--- src/rtl/lvl_irq_pkg.sv ---
package lvl_irq_pkg;
  localparam int unsigned NUM_SRC    = 8;
  localparam int unsigned LVL_W      = $clog2(NUM_SRC);
  localparam int unsigned NUM_GATED  = 3;
  localparam int unsigned DATA_W     = 8;
  localparam int unsigned MODE_BIT   = LVL_W;

  typedef logic [LVL_W-1:0] lvl_t;

  typedef enum logic {
    MODE_CMP  = 1'b0,
    MODE_PRIO = 1'b1
  } lvl_mode_e;
endpackage

--- src/rtl/lvl_irq_edge.sv ---
module lvl_irq_edge #(
  parameter int unsigned N = 8
) (
  input  logic         clk_i,
  input  logic         rst_ni,
  input  logic [N-1:0] req_i,
  input  logic [N-1:0] clr_i,
  output logic [N-1:0] pend_o
);
  logic [N-1:0] req_q;
  logic [N-1:0] rise;

  assign rise = req_i & ~req_q;

  // a new edge takes precedence over a same-cycle clear
  always_ff @(posedge clk_i or negedge rst_ni) begin
    if (!rst_ni) begin
      req_q  <= '0;
      pend_o <= '0;
    end else begin
      req_q  <= req_i;
      pend_o <= (pend_o & ~clr_i) | rise;
    end
  end
endmodule

--- src/rtl/lvl_irq_regs.sv ---
module lvl_irq_regs
  import lvl_irq_pkg::*;
(
  input  logic              clk_i,
  input  logic              rst_ni,
  input  logic              wr_en_i,
  input  logic              wr_sel_i,
  input  logic [DATA_W-1:0] wr_data_i,
  input  logic              ack_fire_i,
  input  lvl_t              ack_lvl_i,
  output lvl_t              thr_o,
  output lvl_mode_e         mode_o,
  output logic [NUM_GATED-1:0] en_o
);
  logic wr_lvl, wr_en_reg;

  assign wr_lvl    = wr_en_i & ~wr_sel_i;
  assign wr_en_reg = wr_en_i &  wr_sel_i;

  always_ff @(posedge clk_i or negedge rst_ni) begin
    if (!rst_ni) begin
      thr_o  <= '0;
      mode_o <= MODE_CMP;
    end else if (wr_lvl) begin
      thr_o  <= wr_data_i[LVL_W-1:0];
      mode_o <= lvl_mode_e'(wr_data_i[MODE_BIT]);
    end else if (ack_fire_i) begin
      thr_o  <= ack_lvl_i;
    end
  end

  always_ff @(posedge clk_i or negedge rst_ni) begin
    if (!rst_ni)        en_o <= '0;
    else if (wr_en_reg) en_o <= wr_data_i[NUM_GATED-1:0];
  end
endmodule

--- src/rtl/lvl_irq_arb.sv ---
module lvl_irq_arb
  import lvl_irq_pkg::*;
(
  input  logic [NUM_SRC-1:0]   pend_i,
  input  logic [NUM_GATED-1:0] en_i,
  input  lvl_t                 thr_i,
  input  lvl_mode_e            mode_i,
  output logic                 irq_o,
  output lvl_t                 lvl_o
);
  logic [NUM_SRC-1:0] elig;

  for (genvar g = 0; g < NUM_SRC; g++) begin : g_src
    logic gate_en, gate_thr;
    if (g < NUM_GATED) begin : g_gated
      assign gate_en = en_i[g];
    end else begin : g_free
      assign gate_en = 1'b1;
    end
    assign gate_thr = (mode_i == MODE_PRIO) || (lvl_t'(g) < thr_i);
    assign elig[g]  = pend_i[g] & gate_en & gate_thr;
  end

  always_comb begin
    lvl_o = '0;
    for (int i = NUM_SRC - 1; i >= 0; i--) begin
      if (elig[i]) lvl_o = lvl_t'(i);
    end
  end

  assign irq_o = |elig;
endmodule

--- src/rtl/lvl_irq_ctrl.sv ---
module lvl_irq_ctrl
  import lvl_irq_pkg::*;
(
  input  logic              clk_i,
  input  logic              rst_ni,
  input  logic [NUM_SRC-1:0] req_i,
  input  logic              wr_en_i,
  input  logic              wr_sel_i,
  input  logic [DATA_W-1:0] wr_data_i,
  input  logic              ack_i,
  output logic              irq_o,
  output logic [LVL_W-1:0]  irq_lvl_o
);
  logic [NUM_SRC-1:0]   pend;
  logic [NUM_SRC-1:0]   clr;
  logic [NUM_GATED-1:0] en_q;
  lvl_t                 thr_q;
  lvl_mode_e            mode_q;
  logic                 ack_fire;

  assign ack_fire = ack_i & irq_o;
  assign clr      = ack_fire ? (NUM_SRC'(1) << irq_lvl_o) : '0;

  lvl_irq_edge #(.N(NUM_SRC)) u_edge (
    .clk_i  (clk_i),
    .rst_ni (rst_ni),
    .req_i  (req_i),
    .clr_i  (clr),
    .pend_o (pend)
  );

  lvl_irq_regs u_regs (
    .clk_i      (clk_i),
    .rst_ni     (rst_ni),
    .wr_en_i    (wr_en_i),
    .wr_sel_i   (wr_sel_i),
    .wr_data_i  (wr_data_i),
    .ack_fire_i (ack_fire),
    .ack_lvl_i  (irq_lvl_o),
    .thr_o      (thr_q),
    .mode_o     (mode_q),
    .en_o       (en_q)
  );

  lvl_irq_arb u_arb (
    .pend_i (pend),
    .en_i   (en_q),
    .thr_i  (thr_q),
    .mode_i (mode_q),
    .irq_o  (irq_o),
    .lvl_o  (irq_lvl_o)
  );
endmodule

--- config.mk ---
export PLATFORM = sky130hd
export DESIGN_NAME = lvl_irq_ctrl
export DESIGN_NICKNAME = d
export VERILOG_FILES = /design/src/rtl/lvl_irq_pkg.sv /design/src/rtl/lvl_irq_edge.sv /design/src/rtl/lvl_irq_regs.sv /design/src/rtl/lvl_irq_arb.sv /design/src/rtl/lvl_irq_ctrl.sv
export SDC_FILE = /design/constraint.sdc
export NUM_CORES = 1
export LEC_CHECK = 0
export ABC_AREA = 0
export BUFFER_PORTS_ARGS = -buffer_cell sky130_fd_sc_hd__buf_4
export CORE_ASPECT_RATIO = 0.6
export CORE_MARGIN = 1.5
export CORE_UTILIZATION = 31
export CTS_CLUSTER_SIZE = 12
export DETAILED_ROUTE_END_ITERATION = 10
export PLACE_DENSITY = 0.63
export SYNTH_ARGS = -nofsm -noshare
export SYNTH_HDL_FRONTEND = slang
export SYNTH_SLANG_ARGS = --single-unit
--- constraint.sdc ---
create_clock -name clk_i -period 4.66 [get_ports clk_i]
set_input_delay 0.466 -clock clk_i [delete_from_list [all_inputs] [get_ports clk_i]]
set_output_delay 0.466 -clock clk_i [all_outputs]
set_load 0.005 [all_outputs]
==> flow_summary.yaml <==
place:
  place_congestion: 0.807
  dpl.hpwl_mm: 1.70
  port_buffers: 20
floorplanning:
  rows: 16
  floorplan.die.height_um: 49.6
  top_level_ports: 25
  initial_core_utilization_pct: 33.4
  core_area_mm2: 0.00336
  die_width_um: 80.7
  die_footprint_mm2: 0.00400
route:
  avgRoutedWirePerCell_um: 13.1
  number_of_search_and_repair_iterations_in_the_first_detailed_routing_pass: 4
  route.vias.total: 885
  drtIter0Drc: 56
  detail_route_antenna_nets: 0
  vias_per_cell: 4.94
  route.final.wire_length_mm: 2.34
  remaining_drc_errors: 0
critical_path:
  timing.reg2reg.setup_slack_ns: 2.49
  critical_path.endpoint_type: "output pin"
  worstSetupStartpointType: "flop"
  worst-path-max-fanout: 12
  worstPathArrival_ns: 2.00
  worst-endpoint-required_ns: 4.19
  worst_r2r_startpoint: "u_regs.mode_o"
  worst-r2r-cell-count: 5
  setup.worst_path.class: "reg2out"
  crit-reg2reg-capture: "u_edge.pend_o[6]"
global_routing:
  globalRouteOverflowTotal: 0
  globalRouteTotalUtil_pct: 13.3
  number_of_global_route_vias_before_repair: 818
  grt_start_max_net_pins: 24
  first_pass_grt_wire_length_mm: 4.00
  grt_antenna_before_repair: 0
layout:
  synthToLayoutAreaGrowth_pct: 20.6
  layout-drive-gt1-share_pct: 23.9
  postLayoutCoreUtil_pct: 40.3
  insertedDiodeCount: 0
  finalNetCount: 156
timing:
  setup-tns-final_ns: 0
  maxSlewViolCount: 0
  fmax_ghz: 0.405
  setup_viol: 0
  clock_skew_after_layout_ns: 0.00946
  finalCriticalPeriod_ns: 2.47
  worst-slew-pin-transition_ns: 0.425
  setup_repair_after_global_routing_missed_its_margin: "false"
  slew_headroom_pct: 71.5
  fin_crit_sh_pct: 53.0
  finalHoldViolations: 0
clocking:
  post_cts_resized: 0
  cts-hold-fix-buffers: 0
  clock_latency_ns: 0.27
  tritoncts: "built"
  cts_made_buffers: 3
  clkSlewWorstSetupHoldPaths_ns: 0.09
  htree_levels: 1
  ctsLongestPathBuffers: 2
  ctsRootBufferMaster: "sky130_fd_sc_hd__clkbuf_8"
  tritoncts_num_sinks: 23
  postCtsSetupBuffers: 0
yosys:
  synthArstFlopShare_pct: 100
  synth.lib_cells_used.distinct: 34
  avgSynthCellArea_um2: 9.84
  yosys_warnings: 0
  sequential_cell_area_fraction_in_the_yosys_report_pct: 51.3
  postSynthCellCount: 114
  synth_nets: 135
  synth_flop_cell: "sky130_fd_sc_hd__dfrtp_1"
  post_synth_instance_area_mm2: 0.00112
  synth_edf_count: 0
  number_of_storage_elements_in_the_synthesis_netlist: 23
power:
  vdd.ir_drop.worst_uv: 178
  cellLeakagePower_nw: 0.599
  total_power_divided_by_cell_area_mw_per_mm2: 433
run_status:
  run_status: "completed"
worst_hold_path:
  hold_class: "in2async"
flow_run:
  max_cap_violations: 0
## worst max path at each step
stage,end,startpoint,depth (start not counted)
2_1_floorplan,u_regs.thr_o[0],u_regs.thr_o[2],6
3_3_place_gp,irq_o,u_regs.mode_o,5
3_5_place_dp,irq_o,u_regs.mode_o,5
4_1_cts,irq_o,u_regs.mode_o,5
5_1_grt,irq_o,u_regs.mode_o,5
6_report,irq_o,u_regs.mode_o,5
## layer usage
layer	wire (um)	track usage [%]	vias to the layer above
li1	-	-	443
met1	1270	19.9	423
met2	948	18.1	15
met3	100	4.44	4
met4	18	3.74	0
met5	0	0	-
## placed cells by master, fill, tap and decap left out, types with 3 or more instances in the layout
master                     Yosys  layout
sky130_fd_sc_hd__mux2_2        3       3
sky130_fd_sc_hd__a22o_1        3       3
sky130_fd_sc_hd__inv_1        11      11
sky130_fd_sc_hd__nand2_1      13      13
sky130_fd_sc_hd__nor2b_1       3       3
sky130_fd_sc_hd__dfrtp_1      23      23
sky130_fd_sc_hd__a21oi_1       6       6
sky130_fd_sc_hd__buf_4         0      20
sky130_fd_sc_hd__o21ai_0      10      10
sky130_fd_sc_hd__nor2_1        9       9
sky130_fd_sc_hd__clkbuf_8      0       3
## critical path, stage by stage, from the launching register on
cell	delay (ns)
sky130_fd_sc_hd__dfrtp_1	0.54
sky130_fd_sc_hd__o311a_4	0.46
sky130_fd_sc_hd__o21bai_4	0.20
sky130_fd_sc_hd__nor2_1	0.30
sky130_fd_sc_hd__nand2_1	0.10
sky130_fd_sc_hd__buf_4	0.14
## Yosys cell counts (2+ instances only)
cell type                  count  area (um2)
sky130_fd_sc_hd__nor3_1        2        10.0
sky130_fd_sc_hd__nor2_1        9        33.8
sky130_fd_sc_hd__o21ai_0      10        50.1
sky130_fd_sc_hd__nor2b_1       3        18.8
sky130_fd_sc_hd__nand3_1       2        10.0
sky130_fd_sc_hd__o22ai_1       2        12.5
sky130_fd_sc_hd__a211oi_1      2        15.0
sky130_fd_sc_hd__a22o_1        3        26.3
sky130_fd_sc_hd__nand2_1      13        48.8
sky130_fd_sc_hd__a21oi_1       6        30.0
sky130_fd_sc_hd__inv_1        11        41.3
sky130_fd_sc_hd__a31oi_1       2        12.5
sky130_fd_sc_hd__mux2_2        3        33.8
sky130_fd_sc_hd__nand2b_1      2        12.5
sky130_fd_sc_hd__dfrtp_1      23         576
sky130_fd_sc_hd__o21ai_1       2        10.0
sky130_fd_sc_hd__clkbuf_1      2        7.51
## registers in the layout (all words and copies together) (netlist names)
name	flops
u_regs.thr_o	3
u_regs.en_o	3
u_edge.req_q	8
u_edge.pend_o	8
u_regs.mode_o	1
## stage by stage
step	total power, W	hold WS (ns)	worst slack [ns]	instances	area (um2)
4_1_cts	0.000592	0.0717	2.21	179	1350
5_1_grt	0.000629	0.0784	2.09	179	1350
2_1_floorplan	0.000396	0.170	2.84	114	1120
6_report	0.000586	0.0683	2.19	179	1350
3_5_place_dp	0.000460	0.378	2.51	175	1310
3_3_place_gp	0.000455	0.373	2.51	175	1310
## layout make-up
cell class	count	area, um2
clock buffers	3	41.3
fillers	346	2010
multi-input cells	76	482
inverters	11	41.3
clock inverters	1	7.51
repair buffers	20	150
well taps	45	56.3
flip-flops and latches	23	576
## kinds of logic (layout without fill, tap and decap cells)
| family | Yosys count | count (layout) | synth area share [%] |
|---|---|---|---|
| buffers and inverters | 15 | 35 | 5.80 |
| multiplexers | 3 | 3 | 3.01 |
| flip-flops | 23 | 23 | 51.3 |
| AO/OA/AOI/OAI | 38 | 38 | 24.9 |
| AND/OR/NAND/NOR | 35 | 35 | 15.1 |
## power by group
part           switching [W]  internal (W)  leakage [nW]
sequential         0.0000400      0.000231         0.253
clock              0.0000665     0.0000606        0.0217
combinational      0.0000996     0.0000884         0.324
total               0.000206      0.000380         0.599
No activity file was read; power rests on OpenSTA's default activity.
